File: config.mk
export PLATFORM = sky130hd
export DESIGN_NAME = i2c_addr_responder
export DESIGN_NICKNAME = d
export VERILOG_FILES = /design/src/rtl/i2cs_pkg.sv /design/src/rtl/i2cs_sync.sv /design/src/rtl/i2cs_cond.sv /design/src/rtl/i2cs_core.sv /design/src/rtl/i2c_addr_responder.sv
export SDC_FILE = /design/constraint.sdc
export NUM_CORES = 1
export LEC_CHECK = 0
export ABC_AREA = 1
export CORE_MARGIN = 5
export CORE_UTILIZATION = 40
export CTS_BUF_LIST = sky130_fd_sc_hd__clkbuf_16
export DETAILED_ROUTE_END_ITERATION = 10
export GPL_TIMING_DRIVEN = 0
export PLACE_DENSITY_LB_ADDON = 0.15
export SYNTH_ARGS = -nofsm -noshare
export SYNTH_HDL_FRONTEND = slang
export SYNTH_SLANG_ARGS = --single-unit
File: constraint.sdc
create_clock -name clk -period 5.4 [get_ports clk]
set_clock_uncertainty 0.2 [all_clocks]
set_input_delay 1.08 -clock clk [delete_from_list [all_inputs] [get_ports clk]]
set_output_delay 1.08 -clock clk [all_outputs]
set_load 0.02 [all_outputs]
File: src/rtl/i2cs_pkg.sv
package i2cs_pkg;
    typedef enum logic [2:0] {
        ST_IDLE,
        ST_ADDR_HI,
        ST_ADDR_LO,
        ST_RECV,
        ST_SEND
    } slv_state_e;
endpackage

File: src/rtl/i2cs_sync.sv
module i2cs_sync #(
    parameter int WIDTH  = 2,
    parameter int STAGES = 2
) (
    input  logic             clk,
    input  logic             rst_n,
    input  logic [WIDTH-1:0] din,
    output logic [WIDTH-1:0] dout
);
    logic [STAGES-1:0][WIDTH-1:0] stg;

    always_ff @(posedge clk or negedge rst_n) begin
        if (!rst_n) begin
            stg <= '1;
        end else begin
            for (int i = STAGES - 1; i > 0; i--) begin
                stg[i] <= stg[i-1];
            end
            stg[0] <= din;
        end
    end

    assign dout = stg[STAGES-1];
endmodule

File: src/rtl/i2cs_cond.sv
module i2cs_cond (
    input  logic clk,
    input  logic rst_n,
    input  logic scl_s,
    input  logic sda_s,
    output logic scl_rise,
    output logic scl_fall,
    output logic start_det,
    output logic stop_det
);
    logic scl_p;
    logic sda_p;

    always_ff @(posedge clk or negedge rst_n) begin
        if (!rst_n) begin
            scl_p <= 1'b1;
            sda_p <= 1'b1;
        end else begin
            scl_p <= scl_s;
            sda_p <= sda_s;
        end
    end

    assign scl_rise  = scl_s & ~scl_p;
    assign scl_fall  = ~scl_s & scl_p;
    assign start_det = scl_s & scl_p & sda_p & ~sda_s;
    assign stop_det  = scl_s & scl_p & ~sda_p & sda_s;
endmodule

File: src/rtl/i2cs_core.sv
module i2cs_core
    import i2cs_pkg::*;
#(
    parameter int DW = 8
) (
    input  logic          clk,
    input  logic          rst_n,
    input  logic          enable,
    input  logic          ten_bit,
    input  logic          gcall_en,
    input  logic          cond_irq_en,
    input  logic          scl_rise,
    input  logic          scl_fall,
    input  logic          start_det,
    input  logic          stop_det,
    input  logic          sda_s,
    input  logic          addr_wr,
    input  logic [DW-1:0] addr_din,
    input  logic          tx_wr,
    input  logic [DW-1:0] tx_din,
    input  logic          rx_rd,
    input  logic          ovf_clr,
    input  logic          clk_release,
    output logic          scl_hold,
    output logic          sda_low,
    output logic [DW-1:0] rx_data,
    output logic          bf,
    output logic          ovf,
    output logic          start_f,
    output logic          stop_f,
    output logic          da,
    output logic          rw,
    output logic          ua,
    output logic          ckp,
    output logic          irq
);
    localparam int CNT_W = $clog2(DW + 2);
    localparam logic [CNT_W-1:0] LAST_BIT = CNT_W'(DW);
    localparam logic [CNT_W-1:0] ACK_BIT  = CNT_W'(DW + 1);
    localparam logic [CNT_W-1:0] ONE      = CNT_W'(1);

    slv_state_e       state_q, state_d;
    logic [CNT_W-1:0] bitcnt;
    logic [DW-1:0]    shreg;
    logic [DW-1:0]    addr_reg;
    logic             hold_ckp;

    logic is_addr, is_rx, gc_hit, addr_hit, byte_end, ack_end, tx_edge, rd_req;

    assign is_addr  = (state_q == ST_ADDR_HI) || (state_q == ST_ADDR_LO);
    assign is_rx    = is_addr || (state_q == ST_RECV);
    assign gc_hit   = gcall_en && (shreg == '0) && (state_q == ST_ADDR_HI);
    assign addr_hit = (state_q == ST_ADDR_HI) ? ({shreg[DW-1:1], 1'b0} == {addr_reg[DW-1:1], 1'b0})
                                              : (shreg == addr_reg);
    assign byte_end = scl_fall && is_rx && (bitcnt == LAST_BIT);
    assign ack_end  = scl_fall && is_rx && (bitcnt == ACK_BIT);
    assign tx_edge  = scl_fall && (state_q == ST_SEND);
    assign rd_req   = (state_q == ST_ADDR_HI) && !gc_hit && shreg[0];

    // state register
    always_ff @(posedge clk or negedge rst_n) begin
        if (!rst_n) state_q <= ST_IDLE;
        else        state_q <= state_d;
    end

    // next-state logic
    always_comb begin
        state_d = state_q;
        if (!enable || stop_det) begin
            state_d = ST_IDLE;
        end else if (start_det) begin
            state_d = ST_ADDR_HI;
        end else begin
            unique case (state_q)
                ST_IDLE: state_d = ST_IDLE;
                ST_ADDR_HI: begin
                    if (byte_end && !(addr_hit || gc_hit)) state_d = ST_IDLE;
                    else if (ack_end) begin
                        if (sda_s)        state_d = ST_IDLE;
                        else if (gc_hit)  state_d = ST_RECV;
                        else if (shreg[0]) state_d = ST_SEND;
                        else if (ten_bit) state_d = ST_ADDR_LO;
                        else              state_d = ST_RECV;
                    end
                end
                ST_ADDR_LO: begin
                    if (byte_end && !addr_hit) state_d = ST_IDLE;
                    else if (ack_end)          state_d = sda_s ? ST_IDLE : ST_RECV;
                end
                ST_RECV: begin
                    if (ack_end && sda_s) state_d = ST_IDLE;
                end
                ST_SEND: begin
                    if (tx_edge && (bitcnt == LAST_BIT) && sda_s) state_d = ST_IDLE;
                end
            endcase
        end
    end

    // datapath, flags and pin controls
    always_ff @(posedge clk or negedge rst_n) begin
        if (!rst_n) begin
            bitcnt   <= '0;
            shreg    <= '0;
            addr_reg <= '0;
            rx_data  <= '0;
            bf       <= 1'b0;
            ovf      <= 1'b0;
            start_f  <= 1'b0;
            stop_f   <= 1'b0;
            da       <= 1'b0;
            rw       <= 1'b0;
            ua       <= 1'b0;
            hold_ckp <= 1'b0;
            sda_low  <= 1'b0;
            irq      <= 1'b0;
        end else begin
            irq <= 1'b0;
            if (addr_wr) begin
                addr_reg <= addr_din;
                ua       <= 1'b0;
            end
            if (clk_release) hold_ckp <= 1'b0;
            if (rx_rd)       bf <= 1'b0;
            if (ovf_clr)     ovf <= 1'b0;
            if (!enable) begin
                bitcnt   <= '0;
                sda_low  <= 1'b0;
                hold_ckp <= 1'b0;
                ua       <= 1'b0;
            end else if (stop_det) begin
                stop_f   <= 1'b1;
                start_f  <= 1'b0;
                rw       <= 1'b0;
                bitcnt   <= '0;
                sda_low  <= 1'b0;
                hold_ckp <= 1'b0;
                ua       <= 1'b0;
                irq      <= cond_irq_en;
            end else if (start_det) begin
                start_f  <= 1'b1;
                stop_f   <= 1'b0;
                rw       <= 1'b0;
                bitcnt   <= '0;
                shreg    <= '0;
                sda_low  <= 1'b0;
                hold_ckp <= 1'b0;
                ua       <= 1'b0;
                irq      <= cond_irq_en;
            end else if (tx_wr && (state_q == ST_SEND) && !bf) begin
                shreg   <= tx_din;
                bf      <= 1'b1;
                bitcnt  <= '0;
                sda_low <= !tx_din[DW-1];
            end else if (scl_rise && is_rx && (bitcnt < LAST_BIT)) begin
                shreg  <= {shreg[DW-2:0], sda_s};
                bitcnt <= bitcnt + ONE;
            end else if (byte_end) begin
                if (is_addr && !(addr_hit || gc_hit)) begin
                    bitcnt <= '0;
                end else begin
                    if (!bf && !ovf) begin
                        rx_data <= shreg;
                        bf      <= 1'b1;
                        sda_low <= 1'b1;
                    end else if (bf) begin
                        ovf <= 1'b1;
                    end
                    bitcnt <= ACK_BIT;
                end
            end else if (ack_end) begin
                sda_low <= 1'b0;
                bitcnt  <= '0;
                irq     <= 1'b1;
                da      <= !is_addr;
                if (!sda_s && rd_req) begin
                    rw       <= 1'b1;
                    bf       <= 1'b0;
                    hold_ckp <= 1'b1;
                end else if (!sda_s && ten_bit && is_addr && !gc_hit) begin
                    ua <= 1'b1;
                end
            end else if (tx_edge) begin
                if (bitcnt < LAST_BIT) begin
                    bitcnt <= bitcnt + ONE;
                    if (bitcnt < LAST_BIT - ONE) begin
                        shreg   <= {shreg[DW-2:0], 1'b0};
                        sda_low <= !shreg[DW-2];
                    end else begin
                        sda_low <= 1'b0;
                        bf      <= 1'b0;
                    end
                end else begin
                    irq    <= 1'b1;
                    bitcnt <= '0;
                    if (!sda_s) begin
                        da       <= 1'b1;
                        hold_ckp <= 1'b1;
                    end
                end
            end
        end
    end

    assign scl_hold = hold_ckp | ua;
    assign ckp      = !hold_ckp;

    p_start_flags_r1: assert property (@(posedge clk) disable iff (!rst_n)
        (enable && start_det && !stop_det) |=> (start_f && !stop_f && !rw));

    p_stop_idle_r2: assert property (@(posedge clk) disable iff (!rst_n)
        (enable && stop_det) |=> (state_q == ST_IDLE && !sda_low && stop_f));

    p_no_ack_busy_r7: assert property (@(posedge clk) disable iff (!rst_n)
        (enable && byte_end && (bf || ovf)) |=> !sda_low);

    p_read_stretch_r8: assert property (@(posedge clk) disable iff (!rst_n)
        $rose(rw) |-> hold_ckp);

    p_tx_sda_steady_r9: assert property (@(posedge clk) disable iff (!rst_n)
        (state_q == ST_SEND && enable && !scl_fall && !start_det && !stop_det && !tx_wr)
        |=> $stable(sda_low));
endmodule

File: src/rtl/i2c_addr_responder.sv
module i2c_addr_responder #(
    parameter int DW          = 8,
    parameter int SYNC_STAGES = 2
) (
    input  logic          clk,
    input  logic          rst_n,
    input  logic          enable,
    input  logic          ten_bit_mode,
    input  logic          gcall_en,
    input  logic          cond_irq_en,
    input  logic          scl_i,
    input  logic          sda_i,
    output logic          scl_oe,
    output logic          sda_oe,
    input  logic          own_addr_wr,
    input  logic [DW-1:0] own_addr_din,
    input  logic          tx_wr,
    input  logic [DW-1:0] tx_din,
    input  logic          rx_rd,
    output logic [DW-1:0] rx_data,
    input  logic          ovf_clr,
    input  logic          clk_release,
    output logic          buf_full,
    output logic          overflow,
    output logic          start_seen,
    output logic          stop_seen,
    output logic          data_not_addr,
    output logic          read_mode,
    output logic          addr_update,
    output logic          clk_released,
    output logic          irq
);
    logic [1:0] pins_s;
    logic       scl_rise, scl_fall, start_det, stop_det;

    i2cs_sync #(.WIDTH(2), .STAGES(SYNC_STAGES)) u_sync (
        .clk  (clk),
        .rst_n(rst_n),
        .din  ({scl_i, sda_i}),
        .dout (pins_s)
    );

    i2cs_cond u_cond (
        .clk      (clk),
        .rst_n    (rst_n),
        .scl_s    (pins_s[1]),
        .sda_s    (pins_s[0]),
        .scl_rise (scl_rise),
        .scl_fall (scl_fall),
        .start_det(start_det),
        .stop_det (stop_det)
    );

    i2cs_core #(.DW(DW)) u_core (
        .clk        (clk),
        .rst_n      (rst_n),
        .enable     (enable),
        .ten_bit    (ten_bit_mode),
        .gcall_en   (gcall_en),
        .cond_irq_en(cond_irq_en),
        .scl_rise   (scl_rise),
        .scl_fall   (scl_fall),
        .start_det  (start_det),
        .stop_det   (stop_det),
        .sda_s      (pins_s[0]),
        .addr_wr    (own_addr_wr),
        .addr_din   (own_addr_din),
        .tx_wr      (tx_wr),
        .tx_din     (tx_din),
        .rx_rd      (rx_rd),
        .ovf_clr    (ovf_clr),
        .clk_release(clk_release),
        .scl_hold   (scl_oe),
        .sda_low    (sda_oe),
        .rx_data    (rx_data),
        .bf         (buf_full),
        .ovf        (overflow),
        .start_f    (start_seen),
        .stop_f     (stop_seen),
        .da         (data_not_addr),
        .rw         (read_mode),
        .ua         (addr_update),
        .ckp        (clk_released),
        .irq        (irq)
    );

    p_ua_stretch_r10: assert property (@(posedge clk) disable iff (!rst_n)
        addr_update |-> scl_oe);
endmodule

Word level (Yosys, flattened, before mapping)
Cells that the tools add are included.

storage, ports and cells
  flip-flop bits (word level) = 47
  input port bits = 29
  word-level logic and storage cells = 234

operators by class
  $add $sub $neg = 1
  order comparisons = 2
  equal/unequal tests = 25
  multiplexer cells = 115
  bitwise gates (word level) = 18
  reduce and logical (&&, ||, !) cells = 54

operators with widths
  kind                                            count
  2-to-1 mux 1 bit                                84
  2-to-1 mux 8 bit                                8
  2-to-1 mux 4 bit                                10
  2-to-1 mux 3 bit                                11
  logical AND 1 bit                               23
  != test 4 bit (second input constant)           4
  one-hot mux 3 bit (5 select lines)              1
  != test 7 x 1 -> 1 bit (second input constant)  2
  != test 6 x 5 -> 1 bit (second input constant)  2
  nonzero test 4 bit                              3
  logical NOT 1 bit                               11
  != test 5 x 4 -> 1 bit (second input constant)  2
  inverter 1 bit                                  10
  != test 3 x 2 -> 1 bit (second input constant)  3
  AND reduction 9 bit                             1
  == test 4 bit (second input constant)           2
  == test 8 bit                                   1
  logical NOT 8 bit                               1
  != test 8 x 1 -> 1 bit (second input constant)  1
  AND reduction 8 bit                             1
  AND 1 bit                                       7
  == test 7 bit                                   1
  AND reduction 7 bit                             1
  == test 3 x 2 -> 1 bit (second input constant)  2
  17 further kinds                                23

Logic depth before layout (Yosys ltp)
Gate-level depths: netlist (run 1).

  word-level depth = 15
  depth in mapped cells = 14
  gate-level depth less buffers = 13

Modules after synthesis
From an unflattened synthesis (run 1), not the netlist that was laid out.

second synthesis, totals
  cells, all modules = 325
  area, all modules = 2,595.0 µm²

by module, submodules not included
  module     times used  cells an instance  area each (µm²)
  i2cs_core  1           306                2,381.0
  i2cs_sync  1           6                  120.1
  i2cs_cond  1           13                 93.8

Worst setup path after synthesis (run 1)
No wires, ideal clock.

  path kind = input-to-reg
  start = in enable
  end = reg u_core.bitcnt[0]
  setup time = 0.076 ns
  arrival = 1.955 ns
  required time = 5.124 ns
  slack = 3.169 ns
  stages on the path = 8
  cell sequence = inv_1 > nor2_4 > nand2_8 > nor2_1 > inv_2 > nor2_1 > nand3_1 > o21ai_1

on the way
  word-level cells in the longest chain between the ends = 1

ends and longest elaborated chain
  item                                                                         RTL line                 source
  start: declaration                                                           i2c_addr_responder.sv:7  input logic enable,
  != test 8 x 1 -> 1 bit (no source line) or 2-to-1 mux 4 bit (tied branches)  n/a
  end signal: assignment                                                       i2cs_core.sv:157         bitcnt <= bitcnt + ONE;
  end signal: assignment                                                       i2cs_core.sv:185         bitcnt <= bitcnt + ONE;
  end: declaration                                                             i2cs_core.sv:43          logic [CNT_W-1:0] bitcnt;

Several ways; a longest one is shown, not always the timed one.
A chain may end at the register's enable or synchronous reset.

Worst setup path in the final report (run 1)
Ends and elaborated chain as after synthesis.

==> results.txt, run 1 <==
YS warnings: 0
ys flop type: dfrtp_1
DR WL/cell: 13.7 um
TritonCTS buffer count: 5
TritonCTS clock tree: built
Area growth, synth to finish: 29.0%
syn_nets: 360
Post-DP HPWL: 4850 um
Final min period: 2910 ps
number of synthesized flops with an enable pin: 0
Reg clk slew, reported paths: 60 ps
layout cell share with drive strength beyond 1: 0.138
Final TNS setup: 0 ps
post-synthesis cell type count: 33
# diodes: 0
max cap viols: 0
Die Ht: 90.4 um
Vias: 2,317
placed cells: 452
final core occ: 0.529
Post-Synthesis Cells: 327
Tightest Pin Transition: 527 ps
outcome: finished, final reports clean
Detailed Routing Iterations Pass 1: 4
hold_buf cts: 0
Seq/Total Area, Yosys: 0.457
Worst EP required: 5410 ps
PD cells: 278 mW/mm2
Slew Limit Headroom: 0.648
PostCTS Resize Cnt: 0
Rows: 29
final setup vio count: 0
VDD IR-drop max: 0.000158 V
cell area after synthesis: 0.00259 mm2
post-CTS setup buffers: 0
CTS Buffer Depth: 2
H-tree lvl count: 2
Port-buffer cells: 47
RSZ-0062 raised after global routing: no
GRT Resource Usage Total: 0.161
root buffer cell: clkbuf_16
DRC Markers: 0
Tcrit/Tclk final: 0.539
post-synthesis register bit count: 47
die area: 0.00818 mm2
Clock Sink Count: 47
DR iter-0 viols: 185
vias in the first global route: 2,147
first-pass GRT wire length: 10,800 um
DRT Wirelength: 6300 um
final worst setup slack: 2490 ps
Syn Area/Cell: 7.91 um2
Crit. End Element: flop
clk_lat worst skew: 290 ps
Hold WC Path Type: flop to flop
nets@finish: 415
critical path data arrival time: 2920 ps
core box area: 0.00631 mm2
P_leak: 0.00153 uW
remaining antenna violation count: 0
largest net degree at the start of global routing: 26
kind of critical path: primary input to flop
Vias/cell: 5.04
total grt overflow: 0
asr flop ratio synth: 1.00
I/O pins: 48
count of pins over their slew limit: 0
Post-Place Worst Slack: 2240 ps
maximum clock rate: 0.344 GHz
antenna violations before repair: 0
Die Span X: 90.4 um
Initial Util: 0.410
RD Place Congestion: 0.884
Startpoint Class: primary input
worst-path maximum fanout: 8
Post-Layout Cell Count: 460
final hold violation count: 0
-- power by group --
| group | leakage, uW | total (uW) | switching, uW | internal, uW |
|---|---|---|---|---|
| Sequential | 0.000603 | 414 | 28.9 | 385 |
| Combinational | 0.000839 | 161 | 94.8 | 66.6 |
| Clock | 0.0000838 | 353 | 135 | 218 |
| Total | 0.00153 | 928 | 259 | 670 |
-- synthesized netlist by cell type (3+ instances only) --
master / instances / area share
a21oi_1: 15 / 0.029
dfrtp_1: 41 / 0.40
dfstp_2: 6 / 0.061
ha_1: 4 / 0.019
inv_1: 35 / 0.051
inv_2: 10 / 0.015
nand2_1: 79 / 0.11
nand3_1: 26 / 0.050
nand4_1: 4 / 0.0097
nor2_1: 31 / 0.045
nor2_2: 3 / 0.0073
nor3_2: 3 / 0.012
o211ai_1: 6 / 0.017
o21ai_0: 25 / 0.048
o21ai_1: 5 / 0.0097
o21ai_2: 9 / 0.030
xor2_1: 3 / 0.010
-- path summary, 6_finish.rpt --
check | from | end | slack [ps] | cells after the start
max | enable | u_core.bitcnt[0] | 2490 | 9
min | u_sync.stg[0] | u_sync.dout[0] | 160 | 0
max reg2reg | u_cond.scl_p | u_core.state_q[0] | 3230 | 12
min reg2reg | u_sync.stg[0] | u_sync.dout[0] | 160 | 0
max in group asynchronous | rst_n | u_core.state_q[0] | 3920 | 2
min in group asynchronous | rst_n | u_core.rx_data[6] | 560 | 1
-- critical path: stages --
cell and delay [ps]:
clkdlybuf4s50_1 550, inv_1 110, nor2_4 250, nand2_8 120
nor2_1 320, inv_2 60, nor2_1 230, nand3_1 120
o21ai_1 90
-- cell families after synthesis --
| group | synth area share |
|---|---|
| fa+ha+maj | 0.0193 |
| buf+inv | 0.0774 |
| simple gates | 0.283 |
| compound gates | 0.153 |
| flops | 0.457 |
| xor+xnor | 0.0102 |
-- through the flow --
step	area, um2	total power, uW	hold WS, ps
final	3340	928	156
after floorplan	2590	513	145
after detailed placement	3170	581	147
after CTS	3340	934	157
after global placement	3150	578	146
after global routing	3340	976	159
-- layout make-up --
class                           count  area, um2
Buffer                              3       18.8
Clock buffer                        5        125
Clock inverter                      3       43.8
Fill cell                         630       2980
Inverter                           47        181
Multi-Input combinational cell    230       1200
Sequential cell                    47       1180
Tap cell                           77       96.3
Timing Repair Buffer               48        485
-- cells in the final DEF, fill, tap and decap left out, drive strengths merged --
cell	netlist	final
nand3	28	28
o32ai	1	1
a21oi	15	15
or2	1	1
bufinv	0	1
xor2	3	3
clkbuf	2	7
dfrtp	41	41
clkdlybuf4s50	0	46
nor3	6	6
o21bai	1	1
o21ai	39	39
a21boi	1	1
inv	47	47
nand2	82	82
buf	1	3
clkinv	0	2
o22ai	2	2
nor2	36	36
a32o	1	1
ha	4	4
o211ai	6	6
dfstp	6	6
nand4	4	4
-- routing by layer --
metal	vias to the layer above	share of wire	global-route usage
met5	-	0	0
met1	1070	0.49	0.237
li1	1179	-	-
met3	7	0.068	0.0392
met4	0	0.014	0.0484
met2	61	0.43	0.232
Note: power is estimated with default switching activity, not from simulation.
==> run 2: changes to the inputs <==
==> constraint.sdc (replaced) <==
create_clock -name clk -period 2.4 [get_ports clk]
set_clock_uncertainty 0.2 [all_clocks]
set_input_delay 0.48 -clock clk [delete_from_list [all_inputs] [get_ports clk]]
set_output_delay 0.48 -clock clk [all_outputs]
set_load 0.02 [all_outputs]
==> run 2 against run 1 <==
Non-clock buffer count is 1 higher. Register-to-register slack got worse by 3000 ps. Die area is the same. Clock power rose by 120%. Critical path depth is the same. Final cell count is 0.22% higher. Clock-buffer cell count unchanged. Utilization grew 0.24 points. Largest cell class unchanged. Global-route usage barely moved. Critical path type unchanged.
==> results.txt, run 2 (synthesis gave the netlist of run 1 again) <==
outcome: finished, final reports clean (unchanged)
I/O pins: 48 (unchanged)
vias in the first global route: 2,150 (was 2,147)
CTS Buffer Depth: 2 (unchanged)
commonest cells after routing, fill and taps aside: nand2_1 (79), clkdlybuf4s50_1 (46), dfrtp_1 (41) (unchanged)
Final TNS setup: 0 ps (unchanged)
Filler Cells Inserted: 628 (was 630)
remaining antenna violation count: 0 (unchanged)
Crit. End Element: flop (unchanged)
H-tree lvl count: 2 (unchanged)
largest net degree at the start of global routing: 26 (unchanged)
P_leak: 0.00153 uW (about the same)
Startpoint Class: primary input (unchanged)
Initial Util: 0.410 (unchanged)
count of pins over their slew limit: 0 (unchanged)
antenna violations before repair: 0 (unchanged)
Die Span X: 90.4 um (unchanged)
Clock Sink Count: 47 (unchanged)
critical path data arrival time: 2220 ps (was 2920 ps)
DR WL/cell: 13.6 um (was 13.7 um)
Area growth, synth to finish: 29.6% (was 29.0%)
post-CTS setup buffers: 0 (unchanged)
core box area: 0.00631 mm2 (unchanged)
DRC Markers: 0 (unchanged)
# diodes: 0 (unchanged)
Die Ht: 90.4 um (unchanged)
first-pass GRT wire length: 10,800 um (about the same)
TritonCTS buffer count: 5 (unchanged)
DRT Wirelength: 6260 um (was 6300 um)
RSZ-0062 raised after global routing: no (unchanged)
Final Cell Area: 0.00335 mm2 (was 0.00334 mm2)
register area: 0.00118 mm2 (unchanged)
Post-Layout Cell Count: 461 (was 460)
VDD IR-drop max: 0.000356 V (was 0.000158 V)
Tightest Pin Transition: 536 ps (was 527 ps)
Tcrit/Tclk final: 0.917
kind of critical path: primary input to flop (unchanged)
Rows: 29 (unchanged)
Vias: 2,338 (was 2,317)
multi-input logic area: 0.00121 mm2 (was 0.00120 mm2)
maximum clock rate: 0.454 GHz
final setup vio count: 0 (unchanged)
met1 usage: 0.238 (was 0.237)
clk_lat worst skew: 290 ps (about the same)
Crit-path slowest cell: clkdlybuf4s50_1 (unchanged)
layout cell share with drive strength beyond 1: 0.143 (was 0.138)
final hold violation count: 0 (unchanged)
nets@finish: 416 (was 415)
Slew Limit Headroom: 0.643 (was 0.648)
PD cells: 623 mW/mm2 (was 278 mW/mm2)
placed cells: 452 (unchanged)
worst-path maximum fanout: 8 (unchanged)
DR iter-0 viols: 174 (was 185)
Final min period: 2200 ps
placed instance area: 0.00317 mm2 (unchanged)
critical-path cell list: clkdlybuf4s50_1 > inv_1 > nor2_4 > nand2_8 > nor2_2 > inv_2 > nor2_1 > nand3_1 > o21ai_1 (was clkdlybuf4s50_1 > inv_1 > nor2_4 > nand2_8 > nor2_1 > inv_2 > nor2_1 > nand3_1 > o21ai_1)
Hold WC Path Type: flop to flop (unchanged)
Port-buffer cells: 47 (unchanged)
commonest non-fill, non-tap cell in the layout: nand2_1 (unchanged)
met3 Use GR: 0.0392 (unchanged)
Worst EP required: 2420 ps (was 5410 ps)
total grt overflow: 0 (unchanged)
RD Place Congestion: 0.884 (unchanged)
met2 usage: 0.232 (unchanged)
Reg clk slew, reported paths: 60 ps (about the same)
root buffer cell: clkbuf_16 (unchanged)
max cap viols: 0 (unchanged)
die area: 0.00818 mm2 (unchanged)
final core occ: 0.531 (was 0.529)
hold_ws: 156 ps (about the same)
Vias/cell: 5.07 (was 5.04)
GRT Resource Usage Total: 0.161 (about the same)
Most Crowded Layer GR: met1 (unchanged)
CP peak stage delay: 550 ps (about the same)
Post-DP HPWL: 4850 um (unchanged)
Detailed Routing Iterations Pass 1: 7 (was 4)
TritonCTS clock tree: built (unchanged)
## run 2: cell types whose count changed in the layout (fill, tap and decap cells not counted)
cell	delta
dlygate4sd3_1	+1
nor2_2	+2
nor2_1	-2
## run 2: per-stage QoR
step | power (uW) | setup WS [ps]
final | 2090 | 198
after global routing | 2200 | 29.8
after CTS | 2100 | 147
after detailed placement | 1310 | -156
after global placement | 1300 | -710
after floorplan | 1150 | 557
## run 2: worst max-delay path: cells and delay by family
family          cells  cell delay (ps)
compound gates      1               90
simple gates        5              930
buf+inv             3              720
## run 2: layout make-up
cell class	count	share of cell area
inverters	47	0.0541
clock inverters	3	0.0131
flip-flops and latches	47	0.353
repair buffers	49	0.148
well taps	77	0.0287
multi-input cells	230	0.360
plain buffers	3	0.00560
clock buffers	5	0.0373
## run 2: where the power goes
part / internal (uW) / switching, uW
sequential: 866 / 65.5
clock: 491 / 302
combinational: 151 / 214
## run 2: path summary, 6_finish.rpt
kind	to	cells past startpoint	start	slack, ps
setup / recovery	u_core.bitcnt[0]	9	enable	200
hold / removal	u_sync.dout[0]	0	u_sync.stg[0]	160
setup reg to reg	u_core.state_q[0]	12	u_sync.dout[1]	260
hold reg to reg	u_sync.dout[0]	0	u_sync.stg[0]	160
max in group asynchronous	u_core.state_q[0]	3	rst_n	980
min in group asynchronous	u_core.rx_data[6]	2	rst_n	500
## run 2: layer usage
layer,wire length [um],part of all wire
met1,3110,0.50
met2,2650,0.42
met3,422,0.067
met4,87,0.014
met5,0,0
## run 2: what timing repair did
action                     in CTS  in global routing
resized for setup               0                  2
hold endpoints to repair       16                  0
setup endpoints to repair       0                  4
hold buffers                    1                  0
==> run 3: changes to the inputs <==
--- a/config.mk
+++ b/config.mk
@@ -9,8 +9,8 @@
 export CORE_MARGIN = 5
 export CORE_UTILIZATION = 40
 export CTS_BUF_LIST = sky130_fd_sc_hd__clkbuf_16
+export CTS_CLUSTER_DIAMETER = 150
 export DETAILED_ROUTE_END_ITERATION = 10
-export GPL_TIMING_DRIVEN = 0
 export PLACE_DENSITY_LB_ADDON = 0.15
 export SYNTH_ARGS = -nofsm -noshare
 export SYNTH_HDL_FRONTEND = slang
==> run 3 against run 2 <==
Non-clock buffer count up 2. Cell area fell by 0.30%. Critical path type is now flop to output pin. Critical path depth down 7. Highest routed layer unchanged. Clock-buffer cell count is the same.
==> results.txt, run 3 (synthesis gave the netlist of run 1 again) <==
Top delay family on crit path: buffers and inverters (was simple AND/OR/NAND/NOR gates)
Rows: 29 (unchanged)
Initial Util: 0.410 (unchanged)
critical-path cell list: or2_2 > clkdlybuf4s50_1 (was clkdlybuf4s50_1 > inv_1 > nor2_4 > nand2_8 > nor2_2 > inv_2 > nor2_1 > nand3_1 > o21ai_1)
Slew Limit Headroom: 0.647 (was 0.643)
DRT Wirelength: 6400 um (was 6260 um)
antenna violations before repair: 0 (unchanged)
combinational power share: 0.186 (was 0.175)
clock share of power: 0.340 (was 0.380)
DR WL/cell: 13.8 um (was 13.6 um)
commonest cells after routing, fill and taps aside: nand2_1 (78), clkdlybuf4s50_1 (46), dfrtp_1 (41) (was nand2_1 (79), clkdlybuf4s50_1 (46), dfrtp_1 (41))
layout cell share with drive strength beyond 1: 0.150 (was 0.143)
H-tree lvl count: 2 (unchanged)
outcome: finished, final reports clean (unchanged)
DRC Markers: 0 (unchanged)
Die Span X: 90.4 um (unchanged)
Clock Sink Count: 47 (unchanged)
max cap viols: 0 (unchanged)
first-pass GRT wire length: 11,000 um (was 10,800 um)
PD cells: 589 mW/mm2 (was 623 mW/mm2)
worst-path maximum fanout: 3 (was 8)
register area: 0.00118 mm2 (unchanged)
DR iter-0 viols: 203 (was 174)
TritonCTS clock tree: built (unchanged)
commonest non-fill, non-tap cell in the layout: nand2_1 (unchanged)
Worst EP required: 1720 ps (was 2420 ps)
die area: 0.00818 mm2 (unchanged)
placed instance area: 0.00319 mm2 (was 0.00317 mm2)
Area growth, synth to finish: 29.2% (was 29.6%)
hold_ws: 156 ps (about the same)
RSZ-0062 raised after global routing: no (unchanged)
multi-input logic area: 0.00121 mm2 (about the same)
total grt overflow: 0 (unchanged)
internal power: 1400 uW (was 1510 uW)
root buffer cell: clkbuf_16 (unchanged)
RD Place Congestion: 0.906 (was 0.884)
CTS Buffer Depth: 2 (unchanged)
Die Ht: 90.4 um (unchanged)
remaining antenna violation count: 0 (unchanged)
# diodes: 0 (unchanged)
Crit. End Element: output pin (was flop)
critical path data arrival time: 1520 ps (was 2220 ps)
Post-DP HPWL: 5030 um (was 4850 um)
largest net degree at the start of global routing: 26 (unchanged)
count of pins over their slew limit: 0 (unchanged)
Final Cell Area: 0.00334 mm2 (was 0.00335 mm2)
CP peak stage delay: 540 ps (was 550 ps)
net switching power: 572 uW (was 582 uW)
post-CTS setup buffers: 0 (unchanged)
Detailed Routing Iterations Pass 1: 4 (was 7)
Hold WC Path Type: flop to flop (unchanged)
I/O pins: 48 (unchanged)
final core occ: 0.530 (was 0.531)
TritonCTS buffer count: 5 (unchanged)
final setup vio count: 0 (unchanged)
Tcrit/Tclk final: 0.918 (was 0.917)
CP Buf/Inv Count: 1 (was 3)
Final min period: 2200 ps (about the same)
Reg clk slew, reported paths: 60 ps (about the same)
Final TNS setup: 0 ps (unchanged)
vias in the first global route: 2,262 (was 2,150)
GRT Resource Usage Total: 0.164 (was 0.161)
core box area: 0.00631 mm2 (unchanged)
Sequential Power Share: 0.473 (was 0.446)
Filler Cells Inserted: 633 (was 628)
clk_lat worst skew: 290 ps (about the same)
P_leak: 0.00154 uW (was 0.00153 uW)
Port-buffer cells: 47 (unchanged)
Vias: 2,319 (was 2,338)
Vias/cell: 5.01 (was 5.07)
VDD IR-drop max: 0.000385 V (was 0.000356 V)
Startpoint Class: flop (was primary input)
final hold violation count: 0 (unchanged)
Crit-path slowest cell: clkdlybuf4s50_1 (unchanged)
maximum clock rate: 0.454 GHz (about the same)
Tightest Pin Transition: 529 ps (was 536 ps)
nets@finish: 418 (was 416)
Switching Fraction: 0.290 (was 0.278)
kind of critical path: flop to output pin (was primary input to flop)
-- run 3: cell count changes in the layout (fill, tap and decap cells not counted), sizes merged --
cell / delta
buf: +4
clkbuf: -2
bufinv: -1
clkinv: +1
-- run 3: worst register-to-register path: stages, from the launching register on --
cell	delay (ps)
dfstp_2	620
inv_2	100
nor3_2	340
nor2_4	120
nand2_8	110
inv_4	50
nand2_2	60
nor2_2	50
nor2_4	80
nand2_2	80
nor2_1	100
nand2_1	60
nand2_1	60
-- run 3: power by group through the flow --
stage / logic (uW) / clock network, uW / registers (uW)
after detailed placement: 369 / 0 / 943
after global routing: 419 / 727 / 942
after global placement: 361 / 0 / 944
after floorplan: 220 / 0 / 934
after CTS: 371 / 691 / 932
final: 367 / 671 / 933
-- run 3: routing by layer --
layer  vias to the layer above  track usage  part of all wire
met3                         7       0.0400             0.078
met4                         0       0.0496             0.014
met5                         -            0                 0
met2                        82        0.246              0.44
li1                       1188            -                 -
met1                      1042        0.233              0.47
-- run 3: final cells by class --
type,count,area share
inverter,47,0.0550
tap,77,0.0288
timing repair buffer,54,0.159
multi-input combinational,230,0.361
clock buffer,5,0.0374
clock inverter,3,0.00449
sequential,47,0.354
-- run 3: worst paths after layout --
kind / start / to / slack [ps] / depth (start not counted)
max in group asynchronous: rst_n / u_core.state_q[0] / 970 / 3
max: u_core.ua / scl_oe / 200 / 2
min in group asynchronous: rst_n / u_core.rx_data[5] / 500 / 2
max reg2reg: u_sync.dout[0] / u_core.state_q[0] / 310 / 12
min reg2reg: u_sync.stg[0] / u_sync.dout[0] / 160 / 0
min: u_sync.stg[0] / u_sync.dout[0] / 160 / 0
-- run 3: what timing repair did --
action	4_1_cts	5_1_grt
endpoints found under the setup margin	0	3
hold endpoints to repair	16	0
resized for setup	0	2
hold buffers	1	0
-- run 3: stage by stage --
step | total power [uW] | setup slack, ps | cells
after global routing | 2090 | 44.6 | 463
after global placement | 1310 | 130 | 454
after CTS | 1990 | 170 | 463
after detailed placement | 1310 | 21.2 | 454
final | 1970 | 196 | 463
after floorplan | 1150 | 557 | 327
